--- src/rtl/flash_cmd_pkg.sv ---
// Shared codes and types of the flash command sequencer.
// Assumes 8-bit command writes; the mode encoding is visible at the top port.
package flash_cmd_pkg;
    localparam int CMD_W = 8;

    localparam logic [CMD_W-1:0] CODE_READ  = 8'h00;
    localparam logic [CMD_W-1:0] CODE_PROG  = 8'h40;
    localparam logic [CMD_W-1:0] CODE_PVFY  = 8'hC0;
    localparam logic [CMD_W-1:0] CODE_EVFY  = 8'hA0;
    localparam logic [CMD_W-1:0] CODE_ERASE = 8'h20;
    localparam logic [CMD_W-1:0] CODE_AUTO  = 8'h30;
    localparam logic [CMD_W-1:0] CODE_RESET = 8'hFF;

    typedef enum logic [2:0] {
        MODE_READ  = 3'd0,
        MODE_PROG  = 3'd1,
        MODE_PVFY  = 3'd2,
        MODE_ERASE = 3'd3,
        MODE_EVFY  = 3'd4,
        MODE_AUTO  = 3'd5
    } fmode_e;

    typedef enum logic [2:0] {
        CK_READ, CK_PROG, CK_PVFY, CK_EVFY,
        CK_ERASE1, CK_AUTO1, CK_RESET1, CK_NONE
    } ckind_e;

    typedef enum logic [1:0] {
        PEND_NONE, PEND_ERASE, PEND_AUTO, PEND_RESET
    } pend_e;

    // Code the second write of a pending pair must repeat.
    function automatic logic [CMD_W-1:0] pend_code(input pend_e p);
        case (p)
            PEND_ERASE: pend_code = CODE_ERASE;
            PEND_AUTO:  pend_code = CODE_AUTO;
            default:    pend_code = CODE_RESET;
        endcase
    endfunction
endpackage

--- src/rtl/flash_cmd_decode.sv ---
// Classifies one command byte into a command kind.
// Purely combinational; bytes outside the command set map to CK_NONE.
module flash_cmd_decode
    import flash_cmd_pkg::*;
(
    input  logic [CMD_W-1:0] code_i,
    output ckind_e           kind_o
);
    // Map the byte onto its command kind.
    always_comb begin
        case (code_i)
            CODE_READ:  kind_o = CK_READ;
            CODE_PROG:  kind_o = CK_PROG;
            CODE_PVFY:  kind_o = CK_PVFY;
            CODE_EVFY:  kind_o = CK_EVFY;
            CODE_ERASE: kind_o = CK_ERASE1;
            CODE_AUTO:  kind_o = CK_AUTO1;
            CODE_RESET: kind_o = CK_RESET1;
            default:    kind_o = CK_NONE;
        endcase
    end
endmodule

--- src/rtl/flash_mode_gate.sv ---
// Forms the reprogramming-mode valid flag from the select bit and the
// programming-voltage input. The voltage is asynchronous to clk and is
// passed through SYNC_STAGES flops (0 means it is already synchronous).
module flash_mode_gate #(
    parameter int SYNC_STAGES = 2
) (
    input  logic clk,
    input  logic rst_n,
    input  logic sel_i,
    input  logic vpp_i,
    output logic mon_o
);
    logic vpp_s;

    if (SYNC_STAGES == 0) begin : g_direct
        assign vpp_s = vpp_i;
    end else begin : g_sync
        logic [SYNC_STAGES-1:0] sh;
        // Shift the voltage level through the synchroniser chain.
        always_ff @(posedge clk) begin
            if (!rst_n) begin
                sh <= '0;
            end else begin
                sh[0] <= vpp_i;
                for (int i = 1; i < SYNC_STAGES; i++) begin
                    sh[i] <= sh[i-1];
                end
            end
        end
        assign vpp_s = sh[SYNC_STAGES-1];
    end

    assign mon_o = sel_i & vpp_s;
endmodule

--- src/rtl/flash_cmd_fsm.sv ---
// Command sequencing state: current mode, half-received pair, program
// arming and the busy handshake with the array. Writes are acted on only
// while mon_i is high and no operation is in progress; a low mon_i
// returns everything to read mode on the next clock.
module flash_cmd_fsm
    import flash_cmd_pkg::*;
#(
    parameter int ADDR_W = 16
) (
    input  logic              clk,
    input  logic              rst_n,
    input  logic              mon_i,
    input  logic              wr_i,
    input  logic [CMD_W-1:0]  code_i,
    input  logic [ADDR_W-1:0] addr_i,
    input  ckind_e            kind_i,
    input  logic              done_i,
    output fmode_e            mode_o,
    output logic              busy_o,
    output logic              start_o,
    output logic [ADDR_W-1:0] prog_addr_o,
    output logic [CMD_W-1:0]  prog_data_o
);
    fmode_e            mode_q;
    pend_e             pend_q;
    logic              arm_q;
    logic              busy_q;
    logic              start_q;
    logic [ADDR_W-1:0] addr_q;
    logic [CMD_W-1:0]  data_q;
    logic              pair_ok;

    assign pair_ok = (code_i == pend_code(pend_q));

    // Advance the command state on each accepted write or array event.
    always_ff @(posedge clk) begin
        if (!rst_n) begin
            mode_q  <= MODE_READ;
            pend_q  <= PEND_NONE;
            arm_q   <= 1'b0;
            busy_q  <= 1'b0;
            start_q <= 1'b0;
            addr_q  <= '0;
            data_q  <= '0;
        end else begin
            start_q <= 1'b0;
            if (!mon_i) begin
                mode_q <= MODE_READ;
                pend_q <= PEND_NONE;
                arm_q  <= 1'b0;
                busy_q <= 1'b0;
            end else if (busy_q) begin
                if (done_i) begin
                    busy_q <= 1'b0;
                end
            end else if (wr_i) begin
                if (arm_q) begin
                    arm_q   <= 1'b0;
                    addr_q  <= addr_i;
                    data_q  <= code_i;
                    start_q <= 1'b1;
                    busy_q  <= 1'b1;
                end else if (pend_q != PEND_NONE) begin
                    pend_q <= PEND_NONE;
                    if (!pair_ok) begin
                        mode_q <= MODE_READ;
                    end else begin
                        case (pend_q)
                            PEND_ERASE: begin
                                mode_q  <= MODE_ERASE;
                                start_q <= 1'b1;
                                busy_q  <= 1'b1;
                            end
                            PEND_AUTO: begin
                                mode_q  <= MODE_AUTO;
                                start_q <= 1'b1;
                                busy_q  <= 1'b1;
                            end
                            default: mode_q <= MODE_READ;
                        endcase
                    end
                end else begin
                    case (kind_i)
                        CK_READ:   mode_q <= MODE_READ;
                        CK_PROG: begin
                            mode_q <= MODE_PROG;
                            arm_q  <= 1'b1;
                        end
                        CK_PVFY:   mode_q <= MODE_PVFY;
                        CK_EVFY:   mode_q <= MODE_EVFY;
                        CK_ERASE1: pend_q <= PEND_ERASE;
                        CK_AUTO1:  pend_q <= PEND_AUTO;
                        CK_RESET1: pend_q <= PEND_RESET;
                        default:   ;
                    endcase
                end
            end
        end
    end

    assign mode_o      = mode_q;
    assign busy_o      = busy_q;
    assign start_o     = start_q;
    assign prog_addr_o = addr_q;
    assign prog_data_o = data_q;
endmodule

--- src/rtl/flash_cmd_seq.sv ---
// Top of the flash command sequencer: enable gate, byte decoder and
// sequencing state. The command register is write-only: no read path
// exists. Assumes the array answers each start with one done pulse.
module flash_cmd_seq
    import flash_cmd_pkg::*;
#(
    parameter int ADDR_W      = 16,
    parameter int SYNC_STAGES = 2
) (
    input  logic              clk,
    input  logic              rst_n,
    input  logic              sel_i,
    input  logic              vpp_i,
    input  logic              wr_i,
    input  logic [CMD_W-1:0]  wr_data_i,
    input  logic [ADDR_W-1:0] wr_addr_i,
    input  logic              done_i,
    output logic              mon_o,
    output logic [2:0]        mode_o,
    output logic              busy_o,
    output logic              op_start_o,
    output logic [ADDR_W-1:0] prog_addr_o,
    output logic [CMD_W-1:0]  prog_data_o
);
    logic   mon;
    ckind_e kind;
    fmode_e mode;

    flash_mode_gate #(.SYNC_STAGES(SYNC_STAGES)) u_gate (
        .clk   (clk),
        .rst_n (rst_n),
        .sel_i (sel_i),
        .vpp_i (vpp_i),
        .mon_o (mon)
    );

    flash_cmd_decode u_dec (
        .code_i (wr_data_i),
        .kind_o (kind)
    );

    flash_cmd_fsm #(.ADDR_W(ADDR_W)) u_fsm (
        .clk         (clk),
        .rst_n       (rst_n),
        .mon_i       (mon),
        .wr_i        (wr_i),
        .code_i      (wr_data_i),
        .addr_i      (wr_addr_i),
        .kind_i      (kind),
        .done_i      (done_i),
        .mode_o      (mode),
        .busy_o      (busy_o),
        .start_o     (op_start_o),
        .prog_addr_o (prog_addr_o),
        .prog_data_o (prog_data_o)
    );

    assign mon_o  = mon;
    assign mode_o = mode;
endmodule

--- config.mk ---
export PLATFORM = sky130hd
export DESIGN_NAME = flash_cmd_seq
export DESIGN_NICKNAME = d
export VERILOG_FILES = /design/src/rtl/flash_cmd_pkg.sv /design/src/rtl/flash_cmd_decode.sv /design/src/rtl/flash_mode_gate.sv /design/src/rtl/flash_cmd_fsm.sv /design/src/rtl/flash_cmd_seq.sv
export SDC_FILE = /design/constraint.sdc
export NUM_CORES = 1
export LEC_CHECK = 0
export ABC_AREA = 1
export BUFFER_PORTS_ARGS = -buffer_cell sky130_fd_sc_hd__buf_2
export CORE_ASPECT_RATIO = 2
export CORE_MARGIN = 2
export CORE_UTILIZATION = 30
export DETAILED_ROUTE_END_ITERATION = 12
export PLACE_DENSITY_LB_ADDON = 0.1
export SYNTH_ARGS = -nofsm -noshare
export SYNTH_HDL_FRONTEND = slang
export SYNTH_SLANG_ARGS = --single-unit
--- constraint.sdc ---
create_clock -name clk -period 1.8 [get_ports clk]
set_input_delay 0.18 -clock clk [delete_from_list [all_inputs] [get_ports clk]]
set_output_delay 0.18 -clock clk [all_outputs]
set_load 0.02 [all_outputs]
==> metrics.csv <==
stage,metric,value,unit
power,Lkg Pwr,1.11,nW
setup_path,CP Class,flop to flop,
logic_synthesis,mean post-synth cell area,6.92,µm²
logic_synthesis,main combinational cell family by area after synthesis,simple AND/OR/NAND/NOR gates,
flow_run,maxcap violations,0,
sta,skew final,0.00226,ns
sta,Fin Setup TNS,0,ns
final_layout,share of layout cells above drive strength 1,0.272,
logic_synthesis,post-synthesis register bit count,34,
clock_tree,Clock Latency Late Sink,0.28,ns
logic_synthesis,Yosys top cell by area,dfxtp_1,
sta,Slew Limit Fails,0,
logic_synthesis,register area share after synthesis,0.437,
clock_tree,Max clock buf depth,2,
global_route,GRT met3 Usage,0.0295,
final_layout,filler cell count,588,
global_route,GRT overflow,0,
placement,Routability Congestion,0.760,
floorplanning,FP Rows,37,
sta,Relative slew margins,0.727,
placement,DP Wirelength,3180,µm
route,Residual DRC,0,
logic_synthesis,top post-synthesis cells by area,"dfxtp_1 44%, nor2_1 16%, nand2_1 9.9%",
setup_path,Crit Path Max Fanout,3,
global_route,met2 Track Usage GR,0.275,
floorplanning,core area,5090,µm²
logic_synthesis,mux cell area share after synthesis,0,
final_layout,"leading cell type in the layout, fill and taps excluded",nor2_1,
logic_synthesis,post-synthesis xor/xnor area fraction,0,
setup_path,required time of the critical path,2.03,ns
route,via count,1581,
setup_path,startpoint class of the critical path,flop,
final_layout,diodes inserted,0,
floorplanning,Starting Density,0.306,
sta,Tcrit/Tclk final,0.789,
power,Int Pwr,1.10,mW
setup_path,Critical path buffers and inverters,2,
placement,Port Buffers,59,
logic_synthesis,Post-Synth Adder-Cell Area,0.0321,
hold_path,Hold Path Class,input port to flop,
final_layout,Area Growth Syn to Fin,28.4,%
route,Vias/cell,4.54,
sta,Peak Freq,704,MHz
global_route,Total Routing Usage GR,0.159,
route,DR WL/cell,12.0,µm
floorplanning,die area,5820,µm²
clock_tree,depth of the CTS H-tree,2,
setup_path,"slowest stage delay, CP",0.36,ns
run_status,status,"finished, final reports clean",
setup_path,WP data arrival,1.64,ns
global_route,met1 GRT Util,0.163,
setup_path,CP dominant cell by count,nand2_1,
sta,fin crit period,1.42,ns
logic_synthesis,count of different cell masters after synthesis,20,
final_layout,final net count,323,
clock_tree,clk root buf,clkbuf_8,
sta,Final Hold Violating Endpoints,0,
power,worst vdd ir,0.521,mV
floorplanning,die height,106,µm
power,sw frac,0.231,
clock_tree,"CTS clk-pin slew, worst paths",0.07,ns
power,clock power share,0.413,
floorplanning,Top Ports,60,
logic_synthesis,simple logic cell fraction of the synthesized area,0.345,
global_route,first-pass GRT wire length,6710,µm
final_layout,multi-input combinational cell area,739,µm²
power,Comb pwr share,0.059,
logic_synthesis,Syn Std Cell Area,1560,µm²
global_route,vias in the first global route,1489,
final_layout,Finished Cell Area,2000,µm²
route,overall routed net length,4180,µm
logic_synthesis,Syn Nets,259,
setup_path,CP max-delay cell,dfxtp_1,
final_layout,Sequential Area,681,µm²
final_layout,most frequent cells in the layout,"68 x nor2_1, 59 x buf_2, 41 x nand2_1, 34 x dfxtp_1, 21 x inv_1",
setup_path,kind of end point of the critical path,flop,
power,Switching Power,0.330,mW
logic_synthesis,Post-Syn Instances,225,
sta,RSZ-0062 raised after global routing,no,
clock_tree,CTS sink count,34,
route,Final ANT Viol Nets,0,
logic_synthesis,count of yosys warnings during synthesis,0,
clock_tree,CTS tree,yes,
sta,Worst-Margin Slew,0.408,ns
sta,Final setup viols,0,
global_route,initial antenna violation count,0,
power,Pwr per Cell Area,714,nW/µm²
route,drt pass-1 iters,4,
setup_path,family with the most delay on the worst path,simple AND/OR/NAND/NOR gates,
floorplanning,width of the die,55.0,µm
global_route,largest net degree at the start of global routing,28,
route,Starting DRT DRC Count,19,
logic_synthesis,post-synth top area share,0.437,
clock_tree,Num CTS Buffers,5,
logic_synthesis,compound-cell area share of the yosys netlist,0.0948,
global_route,GR peak layer,met2,
setup_path,worst-path cell chain,"inv_1, ha_1, inv_1, nand2_1, nor3b_2, nand4_1, nand2_1, nand3_1, nand2_1",
power,share of power burned in registers,0.528,
placement,Area after DPL,1900,µm²
## final cells by class
type,instances,share of cell area
clock buffers,7,0.0432
clock inverters,1,0.00250
inverters,24,0.0451
multi-input cells,161,0.370
flip-flops and latches,34,0.340
well taps,58,0.0363
repair buffers,63,0.163
## worst register-to-register path, cell delays in order (launching register included)
cell and delay (ns):
dfxtp_1 0.36, inv_1 0.08, ha_1 0.21, inv_1 0.07, nand2_1 0.06, nor3b_2 0.21
nand4_1 0.14, nand2_1 0.09, nand3_1 0.08, nand2_1 0.07
## repair_timing
item	CTS	global route
setup endpoints to repair	0	1
gates resized for setup	0	1
hold buffers	0	0
buffers inserted	0	0
endpoints found under the hold margin	0	0
## logic make-up (layout without fill, tap and decap cells)
group / count (synthesis) / in the layout
buf+inv: 30 / 95
simple gates: 128 / 128
fa+ha+maj: 4 / 4
compound gates: 29 / 29
flops: 34 / 34
## final timing paths
check	depth (start not counted)	end	slack [ns]	start
max reg2reg	9	u_fsm.busy_o	0.38	u_fsm.pend_q[0]
min reg2reg	2	u_gate.g_sync.sh[1]	0.41	u_gate.g_sync.sh[0]
max	9	u_fsm.busy_o	0.38	u_fsm.pend_q[0]
min	3	u_gate.g_sync.sh[0]	0.09	vpp_i
## through the flow
| step | instances | total power [mW] | util | worst slack [ns] | hold slack, ns |
|---|---|---|---|---|---|
| after detailed placement | 340 | 0.857 | 0.374 | 0.256 | 0.375 |
| after global routing | 348 | 1.50 | 0.393 | 0.160 | 0.0918 |
| after global placement | 340 | 0.857 | 0.374 | 0.282 | 0.377 |
| after floorplan | 225 | 0.804 | - | 0.351 | 0.278 |
| after CTS | 348 | 1.46 | 0.392 | 0.236 | 0.0782 |
| final | 348 | 1.43 | 0.393 | 0.380 | 0.0879 |
## synth_stat cells (all sizes together)
master,instances
nand3b,1
nand2,41
nor3,2
nand3,6
a21oi,4
nand4,5
o21a,1
nor2,72
inv,24
ha,4
dfxtp,34
o21ai,24
nor3b,1
clkbuf,2
buf,4
## metal layers
layer  share of wire  up-vias
met5               0        -
met4           0.042        0
met3           0.035       10
met2            0.54       45
met1            0.39      701
li1                -      825
## registers in the layout, summed over array words and instances, names as in the netlist
register and count:
u_fsm.prog_data_o 8, u_fsm.busy_o 1, u_fsm.pend_q 2, u_fsm.prog_addr_o 16
u_gate.g_sync.sh 2, u_fsm.arm_q 1, u_fsm.start_o 1, u_fsm.mode_o 3
## power groups by stage
stage,Sequential (mW),Clock (mW),Combinational [mW]
floorplan,0.772,0,0.0319
global placement,0.772,0,0.0853
detailed placement,0.772,0,0.0848
CTS,0.754,0.619,0.0853
global route,0.754,0.647,0.0954
finish,0.754,0.589,0.0841
No activity file was read; power rests on OpenSTA's default activity.
